File: config.mk
export PLATFORM = sky130hd
export DESIGN_NAME = pirq_router
export DESIGN_NICKNAME = d
export VERILOG_FILES = /design/src/rtl/pirq_pkg.sv /design/src/rtl/pirq_route_regs.sv /design/src/rtl/pirq_slot_map.sv /design/src/rtl/pirq_irq_merge.sv /design/src/rtl/pirq_router.sv
export SDC_FILE = /design/constraint.sdc
export NUM_CORES = 1
export LEC_CHECK = 0
export BUFFER_PORTS_ARGS = -buffer_cell sky130_fd_sc_hd__clkbuf_2
export CORE_MARGIN = 1.5
export CORE_UTILIZATION = 40
export DETAILED_ROUTE_END_ITERATION = 12
export PLACE_DENSITY = 0.63
export SYNTH_ARGS = -nofsm -noshare
export SYNTH_HDL_FRONTEND = slang
export SYNTH_SLANG_ARGS = --single-unit
export TNS_END_PERCENT = 50
File: constraint.sdc
create_clock -name clk -period 4.15 [get_ports clk]
set_input_delay 0 -clock clk [delete_from_list [all_inputs] [get_ports clk]]
set_output_delay 0 -clock clk [all_outputs]
set_load 0.05 [all_outputs]
File: src/rtl/pirq_pkg.sv
package pirq_pkg;

  localparam int NUM_PIRQ   = 8;
  localparam int PIC_LINES  = 16;
  localparam int APIC_LINES = 24;
  localparam int NUM_SLOTS  = 32;
  localparam int FIXED_SLOT = 30;
  localparam int NUM_PINS   = 4;
  localparam int ADDR_W     = 7;
  localparam int DATA_W     = 8;
  localparam int GSI_W      = $clog2(APIC_LINES);

  localparam logic [DATA_W-1:0] ROUTE_RST = 8'h80;
  localparam logic [DATA_W-1:0] ACPI_RST  = 8'h00;

  typedef struct packed {
    logic             ok;
    logic [GSI_W-1:0] irq;
  } sci_tgt_t;

  // Decode of the SCI target select field
  function automatic sci_tgt_t sci_target(input logic [2:0] sel);
    sci_tgt_t t;
    t.ok = 1'b1;
    unique case (sel)
      3'd0:    t.irq = GSI_W'(9);
      3'd1:    t.irq = GSI_W'(10);
      3'd2:    t.irq = GSI_W'(11);
      3'd4:    t.irq = GSI_W'(20);
      3'd5:    t.irq = GSI_W'(21);
      default: begin t.ok = 1'b0; t.irq = '0; end
    endcase
    return t;
  endfunction

endpackage

File: src/rtl/pirq_route_regs.sv
module pirq_route_regs
  import pirq_pkg::*;
#(
  parameter int NPIRQ = NUM_PIRQ,
  parameter int DW    = DATA_W
) (
  input  logic                      clk,
  input  logic                      rst_n,
  input  logic [NPIRQ-1:0]          route_we,
  input  logic                      acpi_we,
  input  logic [DW-1:0]             wdata,
  output logic [NPIRQ-1:0][DW-1:0]  route_q,
  output logic [DW-1:0]             acpi_q
);

  logic [NPIRQ-1:0][DW-1:0] route_d;
  logic [DW-1:0]            acpi_d;

  always_comb begin
    route_d = route_q;
    for (int i = 0; i < NPIRQ; i++) begin
      if (route_we[i]) route_d[i] = wdata;
    end
    acpi_d = acpi_we ? wdata : acpi_q;
  end

  always_ff @(posedge clk or negedge rst_n) begin
    if (!rst_n) begin
      for (int i = 0; i < NPIRQ; i++) route_q[i] <= ROUTE_RST;
      acpi_q <= ACPI_RST;
    end else begin
      route_q <= route_d;
      acpi_q  <= acpi_d;
    end
  end

  AST_ONE_ROUTE_WRITE: assert property (@(posedge clk) disable iff (!rst_n)
    $onehot0(route_we) && !(acpi_we && |route_we));

endmodule

File: src/rtl/pirq_slot_map.sv
module pirq_slot_map
  import pirq_pkg::*;
#(
  parameter int NSLOT  = NUM_SLOTS,
  parameter int FIXED  = FIXED_SLOT,
  parameter int NPIN   = NUM_PINS,
  parameter int NPIRQ  = NUM_PIRQ,
  parameter int DW     = DATA_W,
  localparam int SLOT_W  = $clog2(NSLOT),
  localparam int PIN_W   = $clog2(NPIN),
  localparam int PIRQ_W  = $clog2(NPIRQ),
  localparam int FIELD_W = DW / 2
) (
  input  logic              clk,
  input  logic              rst_n,
  input  logic              we,
  input  logic [SLOT_W-1:0] wslot,
  input  logic              whi,
  input  logic [DW-1:0]     wdata,
  input  logic [SLOT_W-1:0] rslot,
  input  logic              rhi,
  output logic [DW-1:0]     rdata,
  input  logic [SLOT_W-1:0] lk_slot,
  input  logic [PIN_W-1:0]  lk_pin,
  output logic [PIRQ_W-1:0] lk_pirq
);

  localparam int HALF = NPIRQ / 2;

  logic [NPIN-1:0][PIRQ_W-1:0] map_q [NSLOT];

  for (genvar s = 0; s < NSLOT; s++) begin : g_slot
    if (s == FIXED) begin : g_fixed
      // Hard-wired: pin p to the upper request group, in order
      for (genvar p = 0; p < NPIN; p++) begin : g_pin
        assign map_q[s][p] = PIRQ_W'(HALF + p);
      end
    end else begin : g_prog
      logic [NPIN-1:0][PIRQ_W-1:0] map_d;
      logic                        sel;
      assign sel = we && (wslot == SLOT_W'(s));

      always_comb begin
        map_d = map_q[s];
        if (sel) begin
          map_d[{whi, 1'b0}] = wdata[PIRQ_W-1:0];
          map_d[{whi, 1'b1}] = wdata[FIELD_W +: PIRQ_W];
        end
      end

      always_ff @(posedge clk or negedge rst_n) begin
        if (!rst_n) begin
          for (int p = 0; p < NPIN; p++) map_q[s][p] <= PIRQ_W'(((s + p) % HALF) + HALF);
        end else begin
          map_q[s] <= map_d;
        end
      end
    end
  end

  always_comb begin
    if (rslot == SLOT_W'(FIXED)) begin
      rdata = '0;
    end else begin
      rdata = {{(FIELD_W-PIRQ_W){1'b0}}, map_q[rslot][{rhi, 1'b1}],
               {(FIELD_W-PIRQ_W){1'b0}}, map_q[rslot][{rhi, 1'b0}]};
    end
  end

  assign lk_pirq = map_q[lk_slot][lk_pin];

  AST_FIXED_SLOT_UPPER: assert property (@(posedge clk) disable iff (!rst_n)
    (lk_slot == SLOT_W'(FIXED)) |-> (lk_pirq == PIRQ_W'(HALF + int'(lk_pin))));

endmodule

File: src/rtl/pirq_irq_merge.sv
module pirq_irq_merge
  import pirq_pkg::*;
#(
  parameter int NPIRQ = NUM_PIRQ,
  parameter int NPIC  = PIC_LINES,
  parameter int NAPIC = APIC_LINES,
  parameter int DW    = DATA_W,
  localparam int PIC_W = $clog2(NPIC),
  localparam int DIS_BIT = DW - 1
) (
  input  logic                      clk,
  input  logic                      rst_n,
  input  logic [NPIRQ-1:0]          pirq_lvl,
  input  logic                      sci_lvl,
  input  logic [NPIRQ-1:0][DW-1:0]  route_q,
  input  logic [DW-1:0]             acpi_q,
  output logic [NPIC-1:0]           pic_q,
  output logic [NAPIC-1:0]          apic_q
);

  logic [NPIC-1:0]  pic_d;
  logic [NAPIC-1:0] apic_d;
  logic [NPIRQ-1:0] dis_vec;
  sci_tgt_t         sci_t;

  assign sci_t = sci_target(acpi_q[2:0]);

  always_comb begin
    pic_d  = '0;
    apic_d = '0;
    for (int p = 0; p < NPIRQ; p++) begin
      dis_vec[p] = route_q[p][DIS_BIT];
      if (!route_q[p][DIS_BIT] && pirq_lvl[p]) pic_d[route_q[p][PIC_W-1:0]] = 1'b1;
      apic_d[NPIC + p] = pirq_lvl[p];
    end
    if (sci_t.ok && sci_lvl) begin
      apic_d[sci_t.irq] = 1'b1;
      if (int'(sci_t.irq) < NPIC) pic_d[sci_t.irq[PIC_W-1:0]] = 1'b1;
    end
  end

  always_ff @(posedge clk or negedge rst_n) begin
    if (!rst_n) begin
      pic_q  <= '0;
      apic_q <= '0;
    end else begin
      pic_q  <= pic_d;
      apic_q <= apic_d;
    end
  end

  AST_APIC_TRACKS_PIRQ: assert property (@(posedge clk) disable iff (!rst_n)
    1'b1 |=> ((apic_q[NPIC +: NPIRQ] & $past(pirq_lvl)) == $past(pirq_lvl)));

  AST_APIC_LOW_SCI_ONLY: assert property (@(posedge clk) disable iff (!rst_n)
    $countones(apic_q[NPIC-1:0]) <= 1);

  AST_PIC_QUIET_ALL_OFF: assert property (@(posedge clk) disable iff (!rst_n)
    (&dis_vec && !sci_lvl) |=> (pic_q == '0));

  AST_SCI_REACHES_APIC: assert property (@(posedge clk) disable iff (!rst_n)
    (sci_lvl && sci_t.ok) |=> apic_q[$past(sci_t.irq)]);

endmodule

File: src/rtl/pirq_router.sv
module pirq_router
  import pirq_pkg::*;
#(
  parameter int NPIRQ = NUM_PIRQ,
  parameter int NPIC  = PIC_LINES,
  parameter int NAPIC = APIC_LINES,
  parameter int NSLOT = NUM_SLOTS,
  parameter int AW    = ADDR_W,
  parameter int DW    = DATA_W,
  localparam int SLOT_W = $clog2(NSLOT),
  localparam int PIN_W  = $clog2(NUM_PINS),
  localparam int PIRQ_W = $clog2(NPIRQ)
) (
  input  logic              clk,
  input  logic              rst_n,
  input  logic [NPIRQ-1:0]  pirq_lvl,
  input  logic              sci_lvl,
  input  logic              reg_we,
  input  logic [AW-1:0]     reg_addr,
  input  logic [DW-1:0]     reg_wdata,
  output logic [DW-1:0]     reg_rdata,
  input  logic [SLOT_W-1:0] map_slot,
  input  logic [PIN_W-1:0]  map_pin,
  output logic [PIRQ_W-1:0] map_pirq,
  output logic [NPIC-1:0]   pic_irq,
  output logic [NAPIC-1:0]  apic_irq
);

  localparam logic [AW-1:0] ACPI_ADDR = AW'(NPIRQ);

  logic                     is_map, is_route, is_acpi;
  logic [NPIRQ-1:0]         route_we;
  logic                     acpi_we, map_we;
  logic [NPIRQ-1:0][DW-1:0] route_q;
  logic [DW-1:0]            acpi_q, map_rdata;
  logic [SLOT_W-1:0]        a_slot;
  logic                     a_hi;

  assign is_map   = reg_addr[AW-1];
  assign is_route = (reg_addr < AW'(NPIRQ));
  assign is_acpi  = (reg_addr == ACPI_ADDR);
  assign a_slot   = reg_addr[SLOT_W:1];
  assign a_hi     = reg_addr[0];
  assign acpi_we  = reg_we && is_acpi;
  assign map_we   = reg_we && is_map;

  always_comb begin
    route_we = '0;
    if (reg_we && is_route) route_we[reg_addr[PIRQ_W-1:0]] = 1'b1;
  end

  pirq_route_regs #(.NPIRQ(NPIRQ), .DW(DW)) u_regs (
    .clk(clk), .rst_n(rst_n), .route_we(route_we), .acpi_we(acpi_we),
    .wdata(reg_wdata), .route_q(route_q), .acpi_q(acpi_q)
  );

  pirq_slot_map #(.NSLOT(NSLOT), .NPIRQ(NPIRQ), .DW(DW)) u_map (
    .clk(clk), .rst_n(rst_n), .we(map_we), .wslot(a_slot), .whi(a_hi),
    .wdata(reg_wdata), .rslot(a_slot), .rhi(a_hi), .rdata(map_rdata),
    .lk_slot(map_slot), .lk_pin(map_pin), .lk_pirq(map_pirq)
  );

  pirq_irq_merge #(.NPIRQ(NPIRQ), .NPIC(NPIC), .NAPIC(NAPIC), .DW(DW)) u_merge (
    .clk(clk), .rst_n(rst_n), .pirq_lvl(pirq_lvl), .sci_lvl(sci_lvl),
    .route_q(route_q), .acpi_q(acpi_q), .pic_q(pic_irq), .apic_q(apic_irq)
  );

  always_comb begin
    if (is_map)        reg_rdata = map_rdata;
    else if (is_route) reg_rdata = route_q[reg_addr[PIRQ_W-1:0]];
    else if (is_acpi)  reg_rdata = acpi_q;
    else               reg_rdata = '0;
  end

endmodule

==> run summary <==
drt via density -> 6.212
critical path capture point type -> output port
post-route cell area -> 29350 µm²
reg2reg path depth -> 6
number of flops mapped to enable cells by yosys -> 0
setup_tns -> 0 ns
Fmax achieved -> 0.3008 GHz
Layout Skew -> 0.01572 ns
count of different cell masters after synthesis -> 63
CTS clk-pin slew, worst paths -> 0.06 ns
Max Cap Violations -> 0
final WL -> 79260 µm
Die Area -> 67100 µm²
Peak VDD IR -> 0.0003157 V
Inst Count DP -> 2735
share of post-route cells with drive strength above 1 -> 0.5611
ys flop type -> dfstp_2
Remaining Overflow, GRT -> 0
synthesized instance count -> 1916
Nets -> 1984
critical path type -> reg2out
I/O Buffers -> 76
clock buffer count from CTS -> 54
Hold Path Class -> in2async
Synth Cell Area -> 26220 µm²
Pwr Total -> 12.35 mW
CTS resizes -> 0
Syn-to-layout area delta -> 11.91%
via count -> 17720
drt first pass iters -> 5
register area share after synthesis -> 0.4665
syn_area_per_cell -> 13.69 µm²
die width -> 259.0 µm
TritonCTS clock tree -> built
Least-Margin Pin Slew -> 1.188 ns
Worst path top cell family by delay -> simple AND/OR/NAND/NOR gates
vias in the first global route -> 18220
CP max stage cell -> nor4_1
status -> complete, no violations
CP dominant cell by count -> o22ai_1
number of register bits inferred by synthesis -> 476
max_slew headroom -> 0.2020
fin cells -> 2852
drt wl/cell -> 27.79 µm
post-route ant nets -> 0
DRC violations left -> 0
commonest non-fill, non-tap cell in the layout -> mux2_2
Max Slew Vio Count -> 0
CP Max Fanout -> 3
Final GP Congestion -> 0.9414
IO Count -> 85
r2r setup slk -> 2.16 ns
DR iter-0 viols -> 1623
initial antenna violation count -> 1
CP peak stage delay -> 0.90 ns
site row count -> 93
Worst EP arrival -> 3.32 ns
# fillers -> 5818
Power Density -> 420.9 nW/µm²
fin crit share -> 0.8010
Critical R2R Launch -> u_regs.route_q[23]$_DFFE_PN1P_
Fin. Hold Viols -> 0
CTS sink count -> 476
Starting Density -> 0.4060
RR Endpoint -> u_merge.pic_q[9]$_DFF_PN0_
core area -> 64580 µm²
RSZ-0062 raised after global routing -> no
chip height -> 259.0 µm
largest net degree at the start of global routing -> 113
Clk Latency, worst-skew pair -> 0.62 ns
CP cell instances -> mux4_2, o22ai_1, nor4_1, a31oi_1, o22ai_1, clkbuf_2
maximum level of the CTS H-tree -> 2
first-pass GRT wire length -> 120500 µm
Tot GR Track Use -> 0.2376
min Tclk post-route -> 3.324 ns
Yosys Warn Count -> 0
most frequent cells in the layout -> mux2_2, dfstp_2, dfrtp_1
WHS -> 0.03850 ns
CTS root buffer -> clkbuf_16
Post-synth ARST share -> 1.000
Leak Pwr -> 12.24 nW
Placed Area -> 27290 µm²
type of origin of the critical path -> flop
post-DP HPWL -> 54000 µm
Final setup viols -> 0
clk buf depth -> 3
WP buf/inv -> 1
Required @ worst endpoint -> 4.15 ns
==> per-stage QoR <==
step                        util  worst slack, ns
after CTS                 0.4544           0.8874
after floorplan                -            1.255
final                     0.4544           0.8257
after global placement    0.4225           0.9307
after global routing      0.4544           0.8226
after detailed placement  0.4225           0.9011
==> cells in the mapped netlist, types with 6 or more instances <==
master    number  area [µm²]
and3_1         9       56.30
a221oi_1       9       78.83
dfrtp_1      220        5505
buf_2         31       155.2
buf_6          7       78.83
buf_4         24       180.2
a31oi_1       14       87.58
a22oi_1       16       120.1
dfstp_2      256        6726
nor2b_1       34       212.7
nor3b_1        6       45.04
o31ai_1        6       45.04
nor3_1        28       140.1
o21ai_0       24       120.1
clkbuf_1      80       300.3
nor4_1         6       37.54
nand4_1       11       68.82
inv_1         11       41.29
mux2i_1       61       610.6
o22ai_1       29       181.4
buf_1         17       63.81
nand3_1       42       210.2
a211oi_1       9       67.56
a21oi_1       30       150.1
o211ai_1       7       52.55
mux2_2       463        5214
nand2_1       99       371.6
mux4_2       185        4167
nand2b_1      19       118.9
nor2_1        77       289.0
or2_2          7       43.79
==> sequential cells by signal, summed over array words and instances, names as in the netlist <==
name            count
u_map.map_q       372
u_regs.route_q     64
u_merge.apic_q     16
u_merge.pic_q      16
u_regs.acpi_q       8
==> what timing repair did <==
| action | 4_1_cts | 5_1_grt |
|---|---|---|
| hold buffers | 14 | 0 |
| hold endpoints to repair | 134 | 0 |
| setup buffers | 0 | 0 |
==> metal layers <==
layer / part of all wire / track usage
met5: 0 / 0
met4: 0.041 / 0.09600
met3: 0.064 / 0.03642
met2: 0.48 / 0.3891
met1: 0.41 / 0.3162
==> cell type report <==
type	instances	area, µm²	area share
antenna	1	2.502	0.00008527
clock buffer	78	1592	0.05423
clock inverter	24	324.1	0.01104
inverter	11	41.29	0.001407
multi-input combinational	1281	13200	0.4499
sequential	476	12230	0.4168
tap	855	1070	0.03645
timing repair buffer	126	883.3	0.03010
==> worst max-delay path by stage <==
stage / start / endpoint / cells past startpoint / slack, ns
2_1_floorplan: map_slot[0] / map_pirq[0] / 10 / 1.25
3_3_place_gp: map_slot[0] / map_pirq[0] / 8 / 0.93
3_5_place_dp: map_slot[0] / map_pirq[0] / 8 / 0.90
4_1_cts: u_map.map_q[192]$_DFFE_PN1P_ / map_pirq[0] / 6 / 0.89
5_1_grt: map_slot[0] / map_pirq[0] / 8 / 0.82
6_report: u_map.map_q[245]$_DFFE_PN1P_ / map_pirq[2] / 6 / 0.83
==> power by group <==
group          total [mW]  switching [mW]  internal, mW
Clock                5.08            2.03          3.05
Combinational        1.75           0.958         0.792
Sequential           5.52           0.338          5.18
Total                12.4            3.33          9.02
==> kinds of logic after synthesis <==
group                  Yosys count  synth area share
buffers and inverters          171           0.03183
AO/OA/AOI/OAI                  193           0.05115
AND/OR/NAND/NOR                365           0.06900
other                            1         0.0001430
multiplexers                   710            0.3814
flip-flops                     476            0.4665
No activity file was read; power rests on OpenSTA's default activity.
